--- src/rtl/nib_cfg_pkg.sv ---
package nib_cfg_pkg;
  localparam int NIB_W     = 4;
  localparam int NUM_SLOTS = 8;
  localparam int ADDR_W    = $clog2(NUM_SLOTS);
  localparam int A_W       = 7;
  localparam int N_W       = 10;
  localparam int R_W       = 12;
  localparam int CFG_W     = A_W + N_W + R_W;
  localparam int A_SLOTS   = (A_W + NIB_W - 1) / NIB_W;
  localparam int N_SLOTS   = (N_W + NIB_W - 1) / NIB_W;

  // width of the field piece a slot stores
  function automatic int slot_width(input int s);
    int k;
    int fw;
    if (s < A_SLOTS) begin
      k = s; fw = A_W;
    end else if (s < A_SLOTS + N_SLOTS) begin
      k = s - A_SLOTS; fw = N_W;
    end else begin
      k = s - A_SLOTS - N_SLOTS; fw = R_W;
    end
    return ((fw - k * NIB_W) < NIB_W) ? (fw - k * NIB_W) : NIB_W;
  endfunction

  // bit offset of a slot inside the packed {R,N,A} vector
  function automatic int slot_base(input int s);
    int b;
    b = 0;
    for (int i = 0; i < s; i++) b += slot_width(i);
    return b;
  endfunction
endpackage

--- src/rtl/nib_cfg_rst_sync.sv ---
module nib_cfg_rst_sync #(
  parameter int STAGES = 2
) (
  input  logic clk,
  input  logic rst_n,
  output logic rst_q
);
  logic [STAGES-1:0] chain_q;
  logic [STAGES-1:0] chain_d;

  always_comb begin
    chain_d = {chain_q[STAGES-2:0], 1'b1};
  end

  always_ff @(posedge clk or negedge rst_n) begin
    if (!rst_n) chain_q <= '0;
    else        chain_q <= chain_d;
  end

  assign rst_q = chain_q[STAGES-1];
endmodule

--- src/rtl/nib_cfg_sync.sv ---
module nib_cfg_sync #(
  parameter int W      = 8,
  parameter int STAGES = 2
) (
  input  logic         clk,
  input  logic         rst_n,
  input  logic [W-1:0] d,
  output logic [W-1:0] q
);
  logic [W-1:0] stage_q [STAGES];

  genvar g;
  generate
    for (g = 0; g < STAGES; g++) begin : g_stage
      logic [W-1:0] stage_d;
      if (g == 0) begin : g_first
        always_comb stage_d = d;
      end else begin : g_next
        always_comb stage_d = stage_q[g-1];
      end
      always_ff @(posedge clk or negedge rst_n) begin
        if (!rst_n) stage_q[g] <= '0;
        else        stage_q[g] <= stage_d;
      end
    end
  endgenerate

  assign q = stage_q[STAGES-1];
endmodule

--- src/rtl/nib_cfg_decode.sv ---
module nib_cfg_decode #(
  parameter int SLOTS  = 8,
  parameter int ADDR_W = 3
) (
  input  logic              strobe,
  input  logic [ADDR_W-1:0] addr,
  output logic [SLOTS-1:0]  we
);
  always_comb begin
    we = '0;
    for (int i = 0; i < SLOTS; i++) begin
      if (strobe && (addr == ADDR_W'(i))) we[i] = 1'b1;
    end
  end
endmodule

--- src/rtl/nib_cfg_slot.sv ---
module nib_cfg_slot #(
  parameter int W = 4
) (
  input  logic         clk,
  input  logic         rst_n,
  input  logic         we,
  input  logic [W-1:0] d,
  output logic [W-1:0] q
);
  logic [W-1:0] val_q;
  logic [W-1:0] val_d;

  always_comb begin
    val_d = val_q;
    if (we) val_d = d;
  end

  always_ff @(posedge clk or negedge rst_n) begin
    if (!rst_n) val_q <= '0;
    else        val_q <= val_d;
  end

  assign q = val_q;
endmodule

--- src/rtl/nib_cfg_bank.sv ---
module nib_cfg_bank #(
  parameter int SYNC_STAGES = 2
) (
  input  logic                            clk,
  input  logic                            rst_n,
  input  logic                            strobe_i,
  input  logic [nib_cfg_pkg::ADDR_W-1:0]  addr_i,
  input  logic [nib_cfg_pkg::NIB_W-1:0]   data_i,
  output logic [nib_cfg_pkg::A_W-1:0]     a_val_o,
  output logic [nib_cfg_pkg::N_W-1:0]     n_val_o,
  output logic [nib_cfg_pkg::R_W-1:0]     r_val_o
);
  import nib_cfg_pkg::*;

  localparam int BUS_W = 1 + ADDR_W + NIB_W;

  logic                 rst_q;
  logic [BUS_W-1:0]     bus_s;
  logic                 stb_s;
  logic [ADDR_W-1:0]    addr_s;
  logic [NIB_W-1:0]     data_s;
  logic [NUM_SLOTS-1:0] we;
  logic [CFG_W-1:0]     cfg;

  nib_cfg_rst_sync #(.STAGES(SYNC_STAGES)) u_rst (
    .clk(clk), .rst_n(rst_n), .rst_q(rst_q)
  );

  nib_cfg_sync #(.W(BUS_W), .STAGES(SYNC_STAGES)) u_sync (
    .clk(clk), .rst_n(rst_q),
    .d({strobe_i, addr_i, data_i}),
    .q(bus_s)
  );

  assign {stb_s, addr_s, data_s} = bus_s;

  nib_cfg_decode #(.SLOTS(NUM_SLOTS), .ADDR_W(ADDR_W)) u_dec (
    .strobe(stb_s), .addr(addr_s), .we(we)
  );

  genvar s;
  generate
    for (s = 0; s < NUM_SLOTS; s++) begin : g_slot
      localparam int SW = slot_width(s);
      localparam int SB = slot_base(s);
      logic [SW-1:0] slot_q;
      nib_cfg_slot #(.W(SW)) u_slot (
        .clk(clk), .rst_n(rst_q), .we(we[s]),
        .d(data_s[SW-1:0]), .q(slot_q)
      );
      assign cfg[SB +: SW] = slot_q;
    end
  endgenerate

  assign a_val_o = cfg[A_W-1:0];
  assign n_val_o = cfg[A_W +: N_W];
  assign r_val_o = cfg[A_W+N_W +: R_W];
endmodule


--- config.mk ---
export PLATFORM = sky130hd
export DESIGN_NAME = nib_cfg_bank
export DESIGN_NICKNAME = d
export VERILOG_FILES = /design/src/rtl/nib_cfg_pkg.sv /design/src/rtl/nib_cfg_rst_sync.sv /design/src/rtl/nib_cfg_sync.sv /design/src/rtl/nib_cfg_decode.sv /design/src/rtl/nib_cfg_slot.sv /design/src/rtl/nib_cfg_bank.sv
export SDC_FILE = /design/constraint.sdc
export NUM_CORES = 1
export LEC_CHECK = 0
export ABC_CLOCK_PERIOD_IN_PS = 2300
export BUFFER_PORTS_ARGS = -buffer_cell sky130_fd_sc_hd__buf_2
export CAP_MARGIN = 20
export CORE_UTILIZATION = 30
export DETAILED_ROUTE_END_ITERATION = 10
export GPL_TIMING_DRIVEN = 0
export HOLD_SLACK_MARGIN = 0.12
export SYNTH_ARGS = -nofsm -noshare
export SYNTH_HDL_FRONTEND = slang
export SYNTH_HIERARCHICAL = 1
export SYNTH_SLANG_ARGS = --single-unit
--- constraint.sdc ---
create_clock -name clk -period 2.3 [get_ports clk]
set_input_delay 0.46 -clock clk [delete_from_list [all_inputs] [get_ports clk]]
set_output_delay 0.46 -clock clk [all_outputs]
set_load 0.01 [all_outputs]
==> impl_table.tex, run 1 <==
\begin{tabular}{lr}
\hline
Metric & Value \\
\hline
\multicolumn{2}{l}{\textbf{Job}} \\
MaxCap Viol Count & 0 \\
\multicolumn{2}{l}{\textbf{Cells and area}} \\
Number of standard cells in the final layout excluding fillers & roughly 200 \\
Area growth syn-to-layout & 25.1\% \\
Proportion of layout cells with a drive suffix above 1 & 63.6\% \\
NumNets Final & 141 \\
Number of diodes added for antenna fixing & 0 \\
Footprint of the flip-flops and latches & 0.00118 mm2 \\
Final instance area & approximately 0.002 mm2 \\
Filler Cell Count & a little over 500 \\
Area of the multi-input gates & $\sim$430 um2 \\
\multicolumn{2}{l}{\textbf{Floorplanning}} \\
Initial core utilization & approximately 31\% \\
Number of standard-cell rows in the floorplan & 26 \\
Area of the placeable core & 0.00514 mm2 \\
Chip Height & about 75 um \\
Die outline area & $\sim$0.0056 mm2 \\
Number of top-level pins & 39 \\
Horizontal die dimension & about 75 um \\
\multicolumn{2}{l}{\textbf{Global route}} \\
First-pass GRT wire length & 4400 um \\
Combined global-route utilization of all metal layers & between 10 and 15\% \\
Overflow left after global routing & 0 \\
Pin count of the biggest net entering global routing & 46 \\
Number of antenna violations at the first check in global routing & 0 \\
Via count of the first global-routing pass & about 860 \\
\multicolumn{2}{l}{\textbf{Placement}} \\
Total placed instance area & 0.00188 mm2 \\
Global placer's final weighted congestion & between 0.7 and 0.8 \\
Placed cells & 193 \\
Post-DP HPWL & between 1500 and 2000 um \\
Port Buffer Count & 38 \\
Post-place setup slack & between 0.7 and 0.8 ns \\
\multicolumn{2}{l}{\textbf{Yosys}} \\
Cell area after technology mapping & roughly 0.0016 mm2 \\
Count of different cell masters after synthesis & 7 \\
Part of the Yosys area used for sequential elements & roughly 73\% \\
Synth Warn \# & 6 \\
Number of storage elements in the synthesis netlist & 47 \\
Post-synthesis net count & 95 \\
Cells after Synth & 85 \\
Mean instance size in the synthesized netlist & between 15 and 20 um2 \\
\multicolumn{2}{l}{\textbf{Critical path}} \\
Worst Path Max Fanout & 8 \\
Cell breakdown of the critical path & nor4b\_2, mux2\_2 \\
Reg-to-Reg End & g\_slot[0].u\_slot/q[0]\$\_DFFE\_PN0P\_ \\
Destination of the critical timing path & g\_slot[0].u\_slot/q[0]\$\_DFFE\_PN0P\_ \\
Logic depth of the worst setup path including buffers & 2 \\
Crit. Startpoint & u\_sync/q[5]\$\_DFF\_PN0\_ \\
Critical Path Start Type & flop \\
Type of element capturing the critical path & flop \\
Launch instance of the worst register-to-register path & u\_sync/q[5]\$\_DFF\_PN0\_ \\
Worst path bufs/invs & 0 \\
Critical path type & reg2reg \\
Family of cells with the greatest summed delay on the critical path & simple AND/OR/NAND/NOR gates \\
Cell depth of the worst flop-to-flop path & 2 \\
Slowest cell on the critical path & nor4b\_2 \\
Delay of the slowest critical-path stage & 0.57 ns \\
Data required time at the worst endpoint & roughly 2.5 ns \\
Reg-to-reg setup timing slack & approximately 0.77 ns \\
Critical path data arrival time & $\sim$1.7 ns \\
\multicolumn{2}{l}{\textbf{STA}} \\
Slew Limit Headroom & between 30\% and 40\% \\
Final-report setup violation count & 0 \\
Highest clock rate & around 0.66 GHz \\
Period utilization & 66.3\% \\
Slew of the pin with the lowest slew margin & around 0.92 ns \\
Final Hold Vio Count & 0 \\
Summed negative setup slack over all endpoints & 0 ns \\
Crit path time final & between 1.5 and 2 ns \\
Final max-slew violation count & 0 \\
Least setup slack across all paths after layout & between 0.7 and 0.8 ns \\
Unrepaired setup endpoints after global routing & no \\
Post-route clock skew & a little under 0.008 ns \\
\multicolumn{2}{l}{\textbf{CTS}} \\
Number of buffers added by the clock tree synthesis step & 5 \\
Setup repair bufs after CTS & 0 \\
Clk sink count & 47 \\
Count of instances resized after the clock tree is built & 0 \\
Deepest clock path buffer count & 2 \\
Cell at the root of the clock tree & clkbuf\_8 \\
Clock tree from TritonCTS & built \\
Clock insertion delay at the later pin of the skew report & 0.30 ns \\
Clock slew at the register clock pins of the worst setup and hold paths & roughly 0.08 ns \\
Count of H-tree levels built during CTS & 2 \\
\multicolumn{2}{l}{\textbf{Hold path}} \\
Tightest Hold Check Type & in2reg \\
Startpoint of the tightest hold check path & data\_i[1] \\
\multicolumn{2}{l}{\textbf{Routing}} \\
Post-detailed-route DRC marker count & 0 \\
Avg WL per Cell & roughly 14 um \\
Number of nets with antenna violations after detailed routing & 0 \\
Amount of wire on met3 after detailed routing & about 210 um \\
DRT iter0 DRCs & 22 \\
DR WL met2 & $\sim$1300 um \\
Uppermost layer routed & met4 \\
Total wire length after detailed routing & 2740 um \\
Wl on met1 & about 1200 um \\
Via total after detailed routing & between 800 and 900 \\
Length of the first detailed-routing pass in iterations & 2 \\
Number of vias per cell after detailed routing & $\sim$4.2 \\
\multicolumn{2}{l}{\textbf{Outcome}} \\
Outcome & completed \\
\multicolumn{2}{l}{\textbf{Pwr}} \\
Tot Pwr & a little under 2000 uW \\
Pwr per Cell Area & slightly below 1000 mW/mm2 \\
Reported leakage power & just over 0.0009 uW \\
Worst supply voltage drop on vdd & 0.532 mV \\
\hline
\end{tabular}
-- flip-flops by register name, summed over array words and instances, names as in the netlist --
| name | count |
|---|---|
| u_sync/q | 8 |
| g_slot.u_slot/q | 29 |
| u_rst/chain_q | 2 |
| u_sync/g_stage.stage_d | 8 |
-- per-layer routing --
| metal | GRT usage, % | vias to the layer above |
|---|---|---|
| met2 | 17.2 | 28 |
| met1 | 13.9 | 426 |
| met3 | 4.02 | 6 |
| met5 | 0 | - |
| li1 | - | 397 |
| met4 | 5.03 | 0 |
-- worst min path at each step --
stage	to	slack (ns)	cells after the start
after floorplan	u_rst/chain_q[0]$_DFF_PN0_	0.16	0
after global placement	u_rst/chain_q[0]$_DFF_PN0_	0.25	1
after detailed placement	u_rst/chain_q[0]$_DFF_PN0_	0.25	1
after CTS	u_sync/g_stage[1].stage_d[1]$_DFF_PN0_	0.25	1
after global routing	u_sync/g_stage[1].stage_d[7]$_DFF_PN0_	0.25	1
final	u_sync/g_stage[1].stage_d[1]$_DFF_PN0_	0.27	1
-- synthesized netlist by cell type --
| library cell | instances | share of area (%) |
|---|---|---|
| dfrtp_1 | 47 | 73 |
| mux2_2 | 29 | 20 |
| and4b_2 | 3 | 2.1 |
| and4bb_2 | 3 | 2.3 |
| and4_2 | 1 | 0.62 |
| conb_1 | 1 | 0.23 |
| nor4b_2 | 1 | 0.94 |
-- kinds of logic after synthesis --
group            share of synthesized area [%]
DFF                                       73.4
muxes                                     20.4
and+or+nand+nor                           6.01
other                                    0.234
-- worst register-to-register path: stages, from the launching register on --
cell	delay, ns
dfrtp_1	0.45
nor4b_2	0.57
mux2_2	0.40
-- final cells by class --
cell class                 instances  area share, %
clock buffer                       5           3.43
timing repair buffer              39           9.99
tap                               70           4.37
clock inverter                     3           2.18
multi-input combinational         38           21.3
sequential                        47           58.7
-- what timing repair did --
action	CTS	global route
endpoints found under the hold margin	2	0
hold buffers	1	0
setup endpoints to repair	0	0
-- placed cells by master, fill, tap and decap left out, drive strengths merged --
cell type,n
clkinv,2
dfrtp,47
mux2,29
bufinv,1
clkbuf,5
and4,1
buf,38
dlygate4sd3,1
and4bb,3
conb,1
and4b,3
nor4b,1
-- stage by stage --
stage	util [%]	hold WS (ns)
after CTS	39.0	0.252
after detailed placement	36.6	0.248
after floorplan	-	0.164
after global routing	39.0	0.247
final	39.0	0.266
after global placement	36.6	0.245
-- power breakdown --
part           leakage [uW]  internal, uW  switching, uW
combinational      0.000308           170            135
sequential         0.000557           953           85.0
clock             0.0000581           323            261
total              0.000923          1450            481
Power figures use the tool's default switching activity.
==> inputs of run 2 (changes only) <==
--- a/config.mk
+++ b/config.mk
@@ -5,7 +5,7 @@
 export SDC_FILE = /design/constraint.sdc
 export NUM_CORES = 1
 export LEC_CHECK = 0
-export ABC_CLOCK_PERIOD_IN_PS = 2300
+export ABC_CLOCK_PERIOD_IN_PS = 1400
 export BUFFER_PORTS_ARGS = -buffer_cell sky130_fd_sc_hd__buf_2
 export CAP_MARGIN = 20
 export CORE_UTILIZATION = 30
==> constraint.sdc (replaced) <==
create_clock -name clk -period 1.4 [get_ports clk]
set_input_delay 0.28 -clock clk [delete_from_list [all_inputs] [get_ports clk]]
set_output_delay 0.28 -clock clk [all_outputs]
set_load 0.01 [all_outputs]
==> run 2 against run 1 <==
Clock skew is 0.0053 ns lower. Wire length is 1.3% higher. Sequential power is 64% higher. Non-clock buffer count is 9 higher. Count of clock-buffer cells in the layout stayed put. Utilization is 1.5 points higher.
==> impl_table.tex, run 2 (same netlist as run 1, synthesis figures left out) <==
\begin{tabular}{lr}
\hline
Metric & Value \\
\hline
\multicolumn{2}{l}{\textbf{STA}} \\
Final max-slew violation count & 0 (unchanged) \\
Slew Limit Headroom & 38.4\% (was 38.9\%) \\
Final-report setup violation count & 0 (unchanged) \\
Crit path time final & 1.35 ns (was 1.53 ns) \\
Final Hold Vio Count & 0 (unchanged) \\
Highest clock rate & 0.742 GHz (was 0.656 GHz) \\
Summed negative setup slack over all endpoints & 0 ns (unchanged) \\
Post-route clock skew & 0.00262 ns (was 0.00790 ns) \\
Unrepaired setup endpoints after global routing & yes (was no) \\
Slew of the pin with the lowest slew margin & 0.924 ns (was 0.916 ns) \\
Period utilization & 96.2\% (was 66.3\%) \\
\multicolumn{2}{l}{\textbf{CTS}} \\
Clock tree from TritonCTS & built (unchanged) \\
Clock slew at the register clock pins of the worst setup and hold paths & 0.08 ns (about the same) \\
Clk sink count & 47 (unchanged) \\
Clock insertion delay at the later pin of the skew report & 0.30 ns (about the same) \\
Cell at the root of the clock tree & clkbuf\_8 (unchanged) \\
Deepest clock path buffer count & 2 (unchanged) \\
Number of buffers added by the clock tree synthesis step & 5 (unchanged) \\
Count of H-tree levels built during CTS & 2 (unchanged) \\
\multicolumn{2}{l}{\textbf{Cells and area}} \\
Highest-count cells in the layout ignoring fill and taps & dfrtp\_1 (44), buf\_2 (38), mux2\_2 (29), dlygate4sd3\_1 (9), clkbuf\_8 (5) (was dfrtp\_1 (46), buf\_2 (38), mux2\_2 (29), clkbuf\_8 (5)) \\
Number of diodes added for antenna fixing & 0 (unchanged) \\
Commonest non-fill, non-tap cell in the layout & dfrtp\_1 (unchanged) \\
NumNets Final & 150 (was 141) \\
Flip-flop count of the largest register, all copies and words added & 29 (unchanged) \\
Proportion of layout cells with a drive suffix above 1 & 61.7\% (was 63.6\%) \\
Area growth syn-to-layout & 29.7\% (was 25.1\%) \\
Final instance area & 0.00208 mm2 (was 0.00200 mm2) \\
Layout Utilization & 40.5\% (was 39.0\%) \\
\multicolumn{2}{l}{\textbf{Global route}} \\
Pin count of the biggest net entering global routing & 46 (unchanged) \\
Via count of the first global-routing pass & 968 (was 857) \\
Overflow left after global routing & 0 (unchanged) \\
Number of antenna violations at the first check in global routing & 0 (unchanged) \\
First-pass GRT wire length & 4630 um (was 4400 um) \\
Combined global-route utilization of all metal layers & 11.7\% (was 11.1\%) \\
\multicolumn{2}{l}{\textbf{Floorplanning}} \\
Chip Height & 75.1 um (unchanged) \\
Number of standard-cell rows in the floorplan & 26 (unchanged) \\
Initial core utilization & 31.2\% (unchanged) \\
Area of the placeable core & 0.00514 mm2 (unchanged) \\
Horizontal die dimension & 75.1 um (unchanged) \\
Number of top-level pins & 39 (unchanged) \\
Die outline area & 0.00564 mm2 (unchanged) \\
\multicolumn{2}{l}{\textbf{Routing}} \\
Length of the first detailed-routing pass in iterations & 3 (was 2) \\
Via total after detailed routing & 891 (was 857) \\
Avg WL per Cell & 13.2 um (was 13.6 um) \\
Number of nets with antenna violations after detailed routing & 0 (unchanged) \\
DRT iter0 DRCs & 13 (was 22) \\
Post-detailed-route DRC marker count & 0 (unchanged) \\
Total wire length after detailed routing & 2780 um (was 2740 um) \\
Number of vias per cell after detailed routing & 4.22 (was 4.24) \\
\multicolumn{2}{l}{\textbf{Critical path}} \\
Critical Path Start Type & flop (unchanged) \\
Type of element capturing the critical path & flop (unchanged) \\
Critical path data arrival time & 1.53 ns (was 1.71 ns) \\
Critical path type & reg2reg (unchanged) \\
Worst Path Max Fanout & 7 (was 8) \\
Data required time at the worst endpoint & 1.59 ns (was 2.48 ns) \\
\multicolumn{2}{l}{\textbf{Pwr}} \\
Fraction of power spent switching nets & 26.5\% (was 25.0\%) \\
Tot Pwr & 3000 uW (was 1930 uW) \\
Part of the power in the clock network & 26.0\% (was 30.3\%) \\
Logic pwr share & 17.1\% (was 15.8\%) \\
Proportion of power drawn by flip-flops and latches & 56.9\% (was 53.9\%) \\
Reported leakage power & 0.000946 uW (was 0.000923 uW) \\
Worst supply voltage drop on vdd & 1.04 mV (was 0.532 mV) \\
Switching power total & 795 uW (was 481 uW) \\
P\_int & 2210 uW (was 1450 uW) \\
Pwr per Cell Area & 1440 mW/mm2 (was 962 mW/mm2) \\
\multicolumn{2}{l}{\textbf{Placement}} \\
Global placer's final weighted congestion & 0.682 (was 0.749) \\
Port Buffer Count & 38 (unchanged) \\
Total placed instance area & 0.00188 mm2 (unchanged) \\
Post-DP HPWL & 1920 um (was 1970 um) \\
\multicolumn{2}{l}{\textbf{Job}} \\
MaxCap Viol Count & 0 (unchanged) \\
\multicolumn{2}{l}{\textbf{Outcome}} \\
Outcome & completed (unchanged) \\
\multicolumn{2}{l}{\textbf{Hold path}} \\
Tightest Hold Check Type & in2async (was in2reg) \\
\hline
\end{tabular}
## run 2: area by class of cell
type,count,area (um2)
timing repair buffer,48,288
tap,70,87.6
sequential,47,1180
clock buffer,5,68.8
clock inverter,3,20.0
fill,519,3060
multi-input combinational,38,435
## run 2: power by group through the flow
| stage | Clock, uW | Sequential (uW) | Combinational, uW |
|---|---|---|---|
| after global placement | 0 | 1730 | 491 |
| after CTS | 813 | 1720 | 523 |
| after detailed placement | 0 | 1740 | 504 |
| after global routing | 881 | 1750 | 562 |
| after floorplan | 0 | 1800 | 179 |
| final | 781 | 1710 | 515 |
## run 2: layer usage
layer	part of all wire (%)	vias up	global-route usage, %
met4	1.8	0	6.92
met2	52	27	19.8
li1	-	411	-
met3	5.8	5	3.88
met1	41	448	12.8
met5	0	-	0
## run 2: worst paths after layout
check / start / end / slack (ns) / cells after the start
setup reg to reg: u_sync/q[6]$_DFF_PN0_ / g_slot[0].u_slot/q[3]$_DFFE_PN0P_ / 0.05 / 2
max in group asynchronous: u_rst/chain_q[1]$_DFF_PN0_ / u_sync/q[6]$_DFF_PN0_ / 0.35 / 0
hold / removal: rst_n / u_rst/chain_q[1]$_DFF_PN0_ / 0.28 / 2
hold reg to reg: u_sync/g_stage[1].stage_d[2]$_DFF_PN0_ / u_sync/q[2]$_DFF_PN0_ / 0.35 / 0
setup / recovery: u_sync/q[6]$_DFF_PN0_ / g_slot[0].u_slot/q[3]$_DFFE_PN0P_ / 0.05 / 2
min in group clk: u_sync/g_stage[1].stage_d[2]$_DFF_PN0_ / u_sync/q[2]$_DFF_PN0_ / 0.35 / 0
## run 2: per-stage QoR
step / setup slack, ns / cells / hold WS (ns)
after floorplan: 0.0692 / 85 / -0.0156
after global routing: -0.0163 / 211 / 0.271
after CTS: 0.00990 / 210 / 0.268
final: 0.0528 / 211 / 0.276
after global placement: -0.0228 / 193 / 0.0651
after detailed placement: -0.0780 / 193 / 0.0682
## run 2: repair_timing
action / 4_1_cts / 5_1_grt
hold buffers: 9 / 0
pin swaps: 0 / 1
resized for setup: 1 / 2
endpoints found under the hold margin: 10 / 0
setup endpoints to repair: 4 / 4
buffers inserted: 0 / 1
## run 2: critical path: stages, from the launching register on
cell and delay (ns):
dfrtp_2 0.46, nor4b_4 0.40, mux2_2 0.38
